==> src/rtl/i2c_reg_pkg.sv <==
package i2c_reg_pkg;
  localparam int WORD_W = 16;
  localparam int BYTE_W = 8;

  typedef enum logic [2:0] {
    ST_IDLE,
    ST_RX,
    ST_ACK,
    ST_TX,
    ST_TXACK
  } tgt_state_e;

  typedef enum logic [1:0] {
    RX_DEV,
    RX_AHI,
    RX_ALO,
    RX_DATA
  } rx_kind_e;
endpackage

==> src/rtl/i2c_line_sync.sv <==
module i2c_line_sync #(
  parameter int STAGES = 2
) (
  input  logic clk,
  input  logic rst,
  input  logic scl_i,
  input  logic sda_i,
  output logic scl_s,
  output logic sda_s,
  output logic scl_rise,
  output logic scl_fall,
  output logic start_det,
  output logic stop_det
);
  localparam int LINES = 2;
  localparam int IX_SDA = 0;
  localparam int IX_SCL = 1;

  logic [LINES-1:0] raw;
  logic [LINES-1:0] cur;
  logic [LINES-1:0] prv;

  assign raw = {scl_i, sda_i};

  for (genvar g = 0; g < LINES; g++) begin : g_line
    logic [STAGES-1:0] chain;
    always_ff @(posedge clk) begin
      if (rst) chain <= '1;
      else     chain <= {chain[STAGES-2:0], raw[g]};
    end
    assign cur[g] = chain[STAGES-1];
  end

  always_ff @(posedge clk) begin
    if (rst) prv <= '1;
    else     prv <= cur;
  end

  assign scl_s     = cur[IX_SCL];
  assign sda_s     = cur[IX_SDA];
  assign scl_rise  = cur[IX_SCL] & ~prv[IX_SCL];
  assign scl_fall  = ~cur[IX_SCL] & prv[IX_SCL];
  assign start_det = cur[IX_SCL] & prv[IX_SCL] & prv[IX_SDA] & ~cur[IX_SDA];
  assign stop_det  = cur[IX_SCL] & prv[IX_SCL] & ~prv[IX_SDA] & cur[IX_SDA];
endmodule

==> src/rtl/i2c_reg_array.sv <==
module i2c_reg_array #(
  parameter int PTR_W = 10,
  parameter int DEPTH = 64
) (
  input  logic                           clk,
  input  logic                           wr_en,
  input  logic [PTR_W-1:0]               wr_addr,
  input  logic [i2c_reg_pkg::WORD_W-1:0] wr_data,
  input  logic [PTR_W-1:0]               rd_addr,
  output logic [i2c_reg_pkg::WORD_W-1:0] rd_data
);
  import i2c_reg_pkg::*;

  localparam int IDX_W = (DEPTH > 1) ? $clog2(DEPTH) : 1;
  localparam logic [PTR_W-1:0] DEPTH_L = PTR_W'(DEPTH);

  logic [WORD_W-1:0] mem [DEPTH];
  logic [WORD_W-1:0] mem_q;
  logic              rd_ok_q;
  logic              wr_hit;

  assign wr_hit = wr_en && (wr_addr < DEPTH_L);

  always_ff @(posedge clk) begin
    if (wr_hit) mem[wr_addr[IDX_W-1:0]] <= wr_data;
    mem_q   <= mem[rd_addr[IDX_W-1:0]];
    rd_ok_q <= (rd_addr < DEPTH_L);
  end

  assign rd_data = rd_ok_q ? mem_q : '0;
endmodule

==> src/rtl/i2c_target_fsm.sv <==
module i2c_target_fsm #(
  parameter int         PTR_W     = 10,
  parameter logic [4:0] DEV_MATCH = 5'b01011
) (
  input  logic                           clk,
  input  logic                           rst,
  input  logic                           sda_s,
  input  logic                           scl_rise,
  input  logic                           scl_fall,
  input  logic                           start_det,
  input  logic                           stop_det,
  input  logic [i2c_reg_pkg::WORD_W-1:0] rd_data,
  output logic [PTR_W-1:0]               ptr,
  output logic                           ptr_load,
  output logic                           wr_en,
  output logic [PTR_W-1:0]               wr_addr,
  output logic [i2c_reg_pkg::WORD_W-1:0] wr_data,
  output logic                           sda_oe
);
  import i2c_reg_pkg::*;

  localparam int HI_W = PTR_W - BYTE_W;
  localparam logic [PTR_W-1:0] PTR_MAX = '1;
  localparam logic [3:0] BITS_DONE = 4'd8;

  tgt_state_e        state;
  rx_kind_e          kind;
  logic [3:0]        bitcnt;
  logic [BYTE_W-1:0] shreg;
  logic [HI_W-1:0]   addr_hi;
  logic [BYTE_W-1:0] data_hi;
  logic              have_hi;
  logic              full_q;
  logic              rw_q;
  logic [BYTE_W-1:0] tx_sh;
  logic [BYTE_W-1:0] tx_lo_byte;
  logic              tx_lo;
  logic              nack_q;

  always_ff @(posedge clk) begin
    wr_en    <= 1'b0;
    ptr_load <= 1'b0;
    if (rst) begin
      state      <= ST_IDLE;
      kind       <= RX_DEV;
      bitcnt     <= '0;
      shreg      <= '0;
      addr_hi    <= '0;
      data_hi    <= '0;
      have_hi    <= 1'b0;
      full_q     <= 1'b0;
      rw_q       <= 1'b0;
      tx_sh      <= '0;
      tx_lo_byte <= '0;
      tx_lo      <= 1'b0;
      nack_q     <= 1'b0;
      ptr        <= '0;
      wr_addr    <= '0;
      wr_data    <= '0;
      sda_oe     <= 1'b0;
    end else if (start_det) begin
      state   <= ST_RX;
      kind    <= RX_DEV;
      bitcnt  <= '0;
      have_hi <= 1'b0;
      sda_oe  <= 1'b0;
    end else if (stop_det) begin
      state   <= ST_IDLE;
      have_hi <= 1'b0;
      sda_oe  <= 1'b0;
    end else begin
      unique case (state)
        ST_RX: begin
          if (scl_rise && bitcnt != BITS_DONE) begin
            shreg  <= {shreg[BYTE_W-2:0], sda_s};
            bitcnt <= bitcnt + 4'd1;
          end else if (scl_fall && bitcnt == BITS_DONE) begin
            bitcnt <= '0;
            state  <= ST_ACK;
            sda_oe <= 1'b1;
            unique case (kind)
              RX_DEV: begin
                if (shreg[7:3] == DEV_MATCH) begin
                  rw_q <= shreg[0];
                  kind <= RX_AHI;
                end else begin
                  state  <= ST_IDLE;
                  sda_oe <= 1'b0;
                end
              end
              RX_AHI: begin
                addr_hi <= shreg[HI_W-1:0];
                kind    <= RX_ALO;
              end
              RX_ALO: begin
                ptr      <= {addr_hi, shreg};
                ptr_load <= 1'b1;
                full_q   <= 1'b0;
                kind     <= RX_DATA;
              end
              RX_DATA: begin
                if (!have_hi) begin
                  data_hi <= shreg;
                  have_hi <= 1'b1;
                end else begin
                  have_hi <= 1'b0;
                  if (!full_q) begin
                    wr_en   <= 1'b1;
                    wr_addr <= ptr;
                    wr_data <= {data_hi, shreg};
                    if (ptr == PTR_MAX) full_q <= 1'b1;
                    else                ptr    <= ptr + 1'b1;
                  end
                end
              end
              default: state <= ST_IDLE;
            endcase
          end
        end
        ST_ACK: begin
          if (scl_fall) begin
            if (rw_q) begin
              state      <= ST_TX;
              tx_lo      <= 1'b0;
              tx_sh      <= rd_data[15:8];
              tx_lo_byte <= rd_data[7:0];
              sda_oe     <= ~rd_data[15];
            end else begin
              state  <= ST_RX;
              sda_oe <= 1'b0;
            end
          end
        end
        ST_TX: begin
          if (scl_rise) begin
            bitcnt <= bitcnt + 4'd1;
          end else if (scl_fall) begin
            if (bitcnt == BITS_DONE) begin
              bitcnt <= '0;
              sda_oe <= 1'b0;
              state  <= ST_TXACK;
              if (tx_lo && ptr != PTR_MAX) ptr <= ptr + 1'b1;
            end else begin
              sda_oe <= ~tx_sh[6];
              tx_sh  <= {tx_sh[BYTE_W-2:0], 1'b0};
            end
          end
        end
        ST_TXACK: begin
          if (scl_rise) begin
            nack_q <= sda_s;
          end else if (scl_fall) begin
            if (nack_q) begin
              state <= ST_IDLE;
            end else if (!tx_lo) begin
              state  <= ST_TX;
              tx_lo  <= 1'b1;
              tx_sh  <= tx_lo_byte;
              sda_oe <= ~tx_lo_byte[7];
            end else begin
              state      <= ST_TX;
              tx_lo      <= 1'b0;
              tx_sh      <= rd_data[15:8];
              tx_lo_byte <= rd_data[7:0];
              sda_oe     <= ~rd_data[15];
            end
          end
        end
        default: begin
          bitcnt <= '0;
        end
      endcase
    end
  end
endmodule

==> src/rtl/i2c_reg_target.sv <==
module i2c_reg_target #(
  parameter int         PTR_W       = 10,
  parameter int         DEPTH       = 64,
  parameter int         SYNC_STAGES = 2,
  parameter logic [4:0] DEV_MATCH   = 5'b01011
) (
  input  logic clk,
  input  logic rst,
  input  logic scl_i,
  input  logic sda_i,
  output logic sda_oe
);
  import i2c_reg_pkg::*;

  logic              scl_s;
  logic              sda_s;
  logic              scl_rise;
  logic              scl_fall;
  logic              start_det;
  logic              stop_det;
  logic [PTR_W-1:0]  ptr;
  logic              ptr_load;
  logic              wr_en;
  logic [PTR_W-1:0]  wr_addr;
  logic [WORD_W-1:0] wr_data;
  logic [WORD_W-1:0] rd_data;

  i2c_line_sync #(.STAGES(SYNC_STAGES)) u_sync (
    .clk       (clk),
    .rst       (rst),
    .scl_i     (scl_i),
    .sda_i     (sda_i),
    .scl_s     (scl_s),
    .sda_s     (sda_s),
    .scl_rise  (scl_rise),
    .scl_fall  (scl_fall),
    .start_det (start_det),
    .stop_det  (stop_det)
  );

  i2c_target_fsm #(.PTR_W(PTR_W), .DEV_MATCH(DEV_MATCH)) u_fsm (
    .clk       (clk),
    .rst       (rst),
    .sda_s     (sda_s),
    .scl_rise  (scl_rise),
    .scl_fall  (scl_fall),
    .start_det (start_det),
    .stop_det  (stop_det),
    .rd_data   (rd_data),
    .ptr       (ptr),
    .ptr_load  (ptr_load),
    .wr_en     (wr_en),
    .wr_addr   (wr_addr),
    .wr_data   (wr_data),
    .sda_oe    (sda_oe)
  );

  i2c_reg_array #(.PTR_W(PTR_W), .DEPTH(DEPTH)) u_arr (
    .clk     (clk),
    .wr_en   (wr_en),
    .wr_addr (wr_addr),
    .wr_data (wr_data),
    .rd_addr (ptr),
    .rd_data (rd_data)
  );

  logic unused_scl_s;
  assign unused_scl_s = scl_s;
endmodule

==> config.mk <==
export PLATFORM = sky130hd
export DESIGN_NAME = i2c_reg_target
export DESIGN_NICKNAME = d
export VERILOG_FILES = /design/src/rtl/i2c_reg_pkg.sv /design/src/rtl/i2c_line_sync.sv /design/src/rtl/i2c_reg_array.sv /design/src/rtl/i2c_target_fsm.sv /design/src/rtl/i2c_reg_target.sv
export SDC_FILE = /design/constraint.sdc
export NUM_CORES = 1
export LEC_CHECK = 0
export CAP_MARGIN = 5
export CORE_MARGIN = 5
export CORE_UTILIZATION = 50
export CTS_BUF_LIST = sky130_fd_sc_hd__clkbuf_4 sky130_fd_sc_hd__clkbuf_8
export CTS_CLUSTER_DIAMETER = 80
export DETAILED_ROUTE_END_ITERATION = 8
export DONT_BUFFER_PORTS = 1
export MAX_ROUTING_LAYER = met4
export SETUP_SLACK_MARGIN = 0.02
export SYNTH_ARGS = -nofsm -noshare
export SYNTH_HDL_FRONTEND = slang
export SYNTH_SLANG_ARGS = --single-unit
==> constraint.sdc <==
create_clock -name clk -period 6 [get_ports clk]
set_input_delay 1.2 -clock clk [delete_from_list [all_inputs] [get_ports clk]]
set_output_delay 1.2 -clock clk [all_outputs]
set_load 0.02 [all_outputs]
==> results of run 1 <==
[power breakdown]
part           total (W)  switching (W)  internal, W
combinational  0.0000168      0.0000113   0.00000552
clock            0.00659        0.00291      0.00367
sequential       0.00847     0.00000409      0.00847
total             0.0151        0.00293       0.0121
[worst max-delay path by stage]
stage                           from                to  cells after the start
floorplan           u_fsm.wr_addr[9]  u_arr.mem[62][0]                      5
global placement        u_fsm.ptr[0]   u_arr.mem_q[13]                      6
detailed placement      u_fsm.ptr[0]   u_arr.mem_q[13]                      6
CTS                     u_fsm.ptr[0]   u_arr.mem_q[13]                      6
global route            u_fsm.ptr[0]   u_arr.mem_q[13]                      6
finish                  u_fsm.ptr[0]   u_arr.mem_q[13]                      6
[cells in the final DEF (no fill, tap or decap), types with 6 or more instances in the layout]
| cell type | n |
|---|---|
| edfxtp_1 | 1024 |
| mux4_2 | 222 |
| clkbuf_8 | 200 |
| nor2_1 | 158 |
| mux2i_1 | 156 |
| buf_4 | 100 |
| dfxtp_1 | 89 |
| clkbuf_4 | 74 |
| o22ai_1 | 63 |
| nand2_1 | 37 |
| a211oi_1 | 37 |
| a21oi_1 | 34 |
| nor3_1 | 23 |
| nand3_1 | 22 |
| clkinv_1 | 20 |
| o221ai_1 | 17 |
| dfxtp_2 | 16 |
| a22oi_1 | 13 |
| nand3b_1 | 12 |
| inv_1 | 11 |
| nor2b_1 | 11 |
| o21ai_0 | 11 |
| or3_1 | 11 |
| o31ai_1 | 10 |
| a22o_1 | 8 |
| ha_1 | 8 |
| clkinv_2 | 8 |
| a2111oi_0 | 7 |
| a211oi_2 | 6 |
| or2_2 | 6 |
| a222oi_1 | 6 |
[routing by layer]
metal	share of wire (%)	vias up	track usage, %
met3	6.1	166	3.80
met1	43	12000	33.0
li1	-	9531	-
met5	0	-	-
met2	49	831	37.1
met4	2.3	0	6.36
[worst register-to-register path, delay by kind of cell (launching register included)]
| kind | cells | cell delay [ns] |
|---|---|---|
| and+or+nand+nor | 1 | 0.15 |
| AOI/OAI and AO/OA | 2 | 0.94 |
| muxes | 2 | 0.86 |
| buffers and inverters | 1 | 0.55 |
| DFF | 1 | 0.96 |
[metrics by stage]
stage	worst slack, ns	hold slack [ns]	cell area, um^2
5_1_grt	2.17	0.403	49000
6_report	2.37	0.415	49000
4_1_cts	2.26	0.354	49000
3_3_place_gp	2.23	0.397	45400
3_5_place_dp	2.30	0.399	45400
2_1_floorplan	3.76	0.389	43800
[layout make-up]
class,count,share of cell area (%)
multi-input combinational,964,20.6
tap,1155,2.95
clock inverter,43,0.674
sequential,1132,67.2
timing repair buffer,104,1.70
clock buffer,274,6.75
antenna,1,0.00511
inverter,11,0.0843
[sequential cells by signal (all words and copies together) (netlist names)]
signal	cells
u_arr.mem	1024
u_arr.mem_q	16
u_fsm.wr_data	16
u_fsm.ptr	10
u_fsm.wr_addr	10
u_fsm.data_hi	8
u_fsm.shreg	8
u_fsm.tx_lo_byte	8
u_fsm.tx_sh	7
u_fsm.bitcnt	4
u_sync.g_line.chain	4
u_fsm.state	3
u_fsm.addr_hi	2
u_fsm.kind	2
u_sync.prv	2
u_arr.rd_ok_q	1
u_fsm.full_q	1
u_fsm.have_hi	1
u_fsm.nack_q	1
u_fsm.rw_q	1
u_fsm.sda_oe	1
u_fsm.tx_lo	1
u_fsm.wr_en	1
[kinds of logic (layout without fill, tap and decap cells)]
group | after synthesis | count (layout) | share of synthesized area, %
flops | 1132 | 1132 | 75.1
fa+ha+maj | 8 | 8 | 0.229
other cells | 0 | 1 | 0
simple gates | 326 | 326 | 3.55
compound gates | 245 | 245 | 4.03
xor+xnor | 3 | 3 | 0.0600
buf+inv | 149 | 432 | 1.84
mux | 382 | 382 | 15.2
==> run_results.csv, run 1 <==
group,metric,value,unit
yosys,syn-cell-area,43800,um^2
floorplanning,die_area,93600,um^2
timing,finalCriticalPeriod,3.63,ns
timing,maxSlewViolCount,0,
timing,hold_viol_final,0,
place,gp_congestion,0.849,
setup_path,path_max_fanout,44,
pwr,finalPower,0.0151,W
global_routing,grt_pass1_vias,22800,
worst_hold_path,hold_start,"u_sync.g_line[0].chain[0]",
setup_path,required,6.66,ns
setup_path,worstReg2RegStart,"u_fsm.ptr[0]",
global_routing,grt.overflow.total,0,
setup_path,worst-path-buf-inv,1,
floorplanning,rows,108,
clock_tree,cts_tree,"yes",
clock_tree,cts_resized,0,
setup_path,r2r_slack,2.37,ns
finish,drive_above_1_share,26.3,%
drt,first_iter_violations,2290,
timing,rsz0062_at_grt,"no",
setup_path,cp_top_family,"flip-flops",
finish,regArea,32900,um^2
yosys,syn_nets,2257,
floorplanning,core,86900,um^2
clock_tree,cts_setup_buffers,0,
pwr,p_leak,15.5,nW
finish,fin_util,56.4,%
worst_hold_path,hold_depth,1,
setup_path,cp-end-kind,"register",
yosys,synth-edff-count,1024,
floorplanning,ios,5,
timing,clock_skew,0.0436,ns
clock_tree,h-tree-depth,4,
drt,wire_per_inst,29.2,um
yosys,synth_seq_area_share,75.1,%
yosys,synthDistinctLibCells,72,
pwr,p_per_area,308,nW/um^2
worst_hold_path,min_path_type,"reg2reg",
global_routing,grt_pass1_wl,158,mm
setup_path,slowest_stage,"dfxtp_4",
drt,vias,22500,
clock_tree,cts_max_path_buffers,3,
setup_path,worstSetupPathType,"reg2reg",
timing,worstMarginPinSlew,1.19,ns
setup_path,path_cells,"buf_4 > mux4_2 > mux2i_1 > nor2_1 > a211oi_1 > o31ai_1",
yosys,ys_warn_count,0,
outcome,outcome,"finished, final reports clean",
drt,antenna_left,0,
finish,area_growth,11.9,%
timing,setup_viol,0,
clock_tree,holdBufCountCts,0,
clock_tree,root_buffer,"clkbuf_8",
timing,min_period_over_period,60.4,%
setup_path,slowest_delay,0.96,ns
drt,via_per_inst,6.11,
global_routing,grt_max_degree,81,
timing,fmax,0.276,GHz
yosys,ys.flop_type,"edfxtp_1",
finish,final_nets,2404,
setup_path,worst_ep_arrival_time,4.28,ns
yosys,yosysTopAreaCellShare,70.2,%
finish,layout.cells.non_filler,3684,
drt,drt_pass1_iterations,8,
floorplanning,fp.dieH,306,um
finish,fillers,6470,
yosys,synthTopCellsByCount,"edfxtp_1 (1024), mux4_2 (222), nor2_1 (160), mux2i_1 (156), dfxtp_1 (108)",
pwr,vdd_drop_max,0.212,mV
drt,wl,108,mm
yosys,synth.most_common_cell,"edfxtp_1",
yosys,synthCells,2245,
run,cap_violations,0,
place,placedCellCount,3366,
clock_tree,cts.sinks,1132,
global_routing,antenna_found_initial,2,
floorplanning,die_w,306,um
setup_path,start_kind,"register",
setup_path,r2r-end,"u_arr.mem_q[13]",
worst_hold_path,hold_end,"u_sync.g_line[0].chain[1]",
setup_path,rr_worst_depth,6,
global_routing,grt_usage,23.7,%
yosys,ys_ff_latch,1132,
drt,route.detailed.drc,0,
place,io_buffers,0,
yosys,synth_largest_area_cell,"edfxtp_1",
finish,multi_input_area,10100,um^2
yosys,netlist_top_cells_area,"edfxtp_1 (70%), mux4_2 (11%), dfxtp_1 (4.9%), mux2i_1 (3.6%), nor2_1 (1.4%)",
clock_tree,insertion_delay,0.83,ns
yosys,syn_avg_cell_area,19.5,um^2
clock_tree,clkTransAtPathRegs,0.06,ns
floorplanning,start_util,50.4,%
timing,slew_headroom,20.6,%
timing,fin_setup_tns,0,ns
place,dp_hpwl,62.7,mm
yosys,synthArstFlopShare,0,%
clock_tree,cts_buffers,179,
(Power assumes the default switching activity.)
==> run 2: changes to the inputs <==
Settings changed: ABC_AREA set to 1, PLACE_DENSITY set to 0.68.
Clock period 6 ns to 3.25 ns, I/O delays scaled along.
==> run 2 against run 1 <==
Compared with the run above:
- synthesized cell count grew 88%
- via count rose by 41%
- cell area up 5.2%
- wire length increased by 13%
- maximum frequency is 26% higher
- critical path type unchanged
- highest routed layer unchanged
==> run_results.csv, run 2 <==
group,metric,value,unit
clock_tree,cts.sinks,1132,
worst_hold_path,hold_start,"rst",
yosys,syn-cell-area,46200,um^2
clock_tree,cts_setup_buffers,0,
floorplanning,fp.dieH,314,um
clock_tree,h-tree-depth,4,
setup_path,path_cells,"buf_4 > inv_2 > buf_4 > nand3_1 > nand3_1 > nand2_1 > nand2_1 > nand2_1 > clkinv_1 > nand2_1",
worst_hold_path,min_path_type,"in2reg",
yosys,synth-edff-count,1024,
floorplanning,core,91700,um^2
setup_path,startpoint,"u_fsm.ptr[2]",
place,io_buffers,0,
yosys,synth_largest_area_cell,"edfxtp_1",
setup_path,worstSetupPathType,"reg2reg",
place,gp_congestion,0.879,
setup_path,slowest_stage,"buf_4",
floorplanning,die_area,98600,um^2
finish,fin_util,56.2,%
yosys,synth.most_common_cell,"edfxtp_1",
setup_path,cp_common_cell,"nand2_1",
global_routing,antenna_found_initial,4,
timing,hold_viol_final,0,
floorplanning,die_w,314,um
timing,whs,0.132,ns
drt,first_iter_violations,3898,
timing,clock_skew,0.0506,ns
timing,worstMarginPinSlew,1.26,ns
yosys,synthArstFlopShare,0,%
yosys,syn_avg_cell_area,11.0,um^2
yosys,syn_nets,4225,
clock_tree,insertion_delay,0.85,ns
global_routing,grt.overflow.total,0,
drt,drt_pass1_iterations,6,
finish,drive_above_1_share,11.2,%
global_routing,grt_pass1_vias,29100,
floorplanning,ios,5,
timing,setup_viol,0,
drt,antenna_left,0,
drt,via_per_inst,5.61,
finish,area_growth,11.5,%
clock_tree,root_buffer,"clkbuf_8",
pwr,p_leak,19.0,nW
finish,final_nets,4328,
yosys,ys_warn_count,0,
setup_path,cp-end-kind,"register",
setup_path,worstReg2RegStart,"u_fsm.ptr[2]",
global_routing,grt_max_degree,171,
setup_path,path_max_fanout,68,
finish,final_cell_mix,"edfxtp_1 (1024), nand2_1 (967), nor2_1 (809)",
yosys,synthCells,4213,
outcome,outcome,"finished, final reports clean",
clock_tree,cts_max_path_buffers,3,
timing,rsz0062_at_grt,"no",
yosys,synthDistinctLibCells,33,
setup_path,start_kind,"register",
timing,finalCriticalPeriod,2.88,ns
drt,wire_per_inst,21.5,um
timing,min_period_over_period,88.6,%
place,dp_hpwl,67.8,mm
finish,final_common_cell,"edfxtp_1",
timing,fmax,0.347,GHz
timing,slew_headroom,15.7,%
floorplanning,rows,111,
global_routing,grt_pass1_wl,181,mm
clock_tree,clkTransAtPathRegs,0.06,ns
floorplanning,start_util,50.4,%
pwr,finalPower,0.0368,W
timing,fin_setup_tns,0,ns
yosys,synth_seq_area_share,71.2,%
pwr,vdd_drop_max,0.397,mV
timing,maxSlewViolCount,0,
clock_tree,cts_tree,"yes",
global_routing,grt_usage,24.8,%
yosys,ys_ff_latch,1132,
yosys,netlist_top_cells_area,"edfxtp_1 (67%), nand2_1 (7.9%), nor2_1 (6.6%), dfxtp_1 (4.7%), o21ai_0 (4.4%)",
yosys,yosysTopAreaCellShare,66.5,%
finish,largest_register_ffs,1024,
yosys,synthTopCellsByCount,"edfxtp_1 (1024), nand2_1 (967), nor2_1 (809), o21ai_0 (407), nand3_1 (279)",
drt,wl,121,mm
pwr,p_per_area,715,nW/um^2
run,cap_violations,0,
drt,route.detailed.drc,0,
setup_path,required,4.02,ns
drt,vias,31600,
clock_tree,cts_buffers,178,
setup_path,slowest_delay,0.82,ns
yosys,ys.flop_type,"edfxtp_1",
setup_path,worst_ep_arrival_time,3.65,ns
-- run 2: layout make-up --
class / count / area, um^2
diodes: 3 / 7.51
flip-flops and latches: 1132 / 32900
inverters: 130 / 500
fillers: 7490 / 40100
well taps: 1186 / 1480
repair buffers: 158 / 1390
clock inverters: 66 / 448
multi-input cells: 2716 / 11700
clock buffers: 252 / 3070
-- run 2: what timing repair did --
action,4_1_cts,5_1_grt
gates resized for setup,0,0
hold buffers,3,0
endpoints found under the hold margin,49,0
-- run 2: cells by family after synthesis --
| family | count (synthesis) | share of synthesized area (%) |
|---|---|---|
| xor gates and xnor gates | 5 | 0.0948 |
| buffers and inverters | 365 | 3.51 |
| AOI/OAI and AO/OA | 617 | 7.06 |
| DFF | 1132 | 71.2 |
| adders and majority gates | 8 | 0.217 |
| and+or+nand+nor | 2086 | 17.9 |
-- run 2: through the flow --
stage / area [um^2] / setup WS (ns) / cells
floorplan: 46200 / 1.16 / 4213
global placement: 48000 / 0.540 / 5319
detailed placement: 48000 / 0.526 / 5319
CTS: 51500 / 0.496 / 5640
global route: 51500 / 0.341 / 5642
finish: 51500 / 0.371 / 5643
-- run 2: layer usage --
metal	global-route usage (%)	wire [um]	vias up
met5	-	0	-
met4	8.15	3660	0
met3	5.02	11700	218
met2	37.2	55700	1493
met1	34.5	50300	15200
li1	-	-	14700
-- run 2: power breakdown --
group	internal (W)	switching [W]	total [W]
combinational	0.00245	0.00627	0.00871
clock	0.00634	0.00557	0.0119
sequential	0.0159	0.000308	0.0162
-- run 2: critical path: cells and delay by family, from the launching register on --
family	cells	cell delay (ns)
buffers and inverters	4	1.45
flip-flops	1	0.36
AND/OR/NAND/NOR	6	0.93
-- run 2: final timing paths --
kind                                                   to  cells past startpoint  slack [ns]
worst max-delay path                       u_arr.mem_q[7]                     10        0.37
worst min-delay path                     u_fsm.wr_data[9]                      2        0.13
worst max register to register             u_arr.mem_q[7]                     10        0.37
worst min register to register  u_sync.g_line[1].chain[1]                      1        0.44
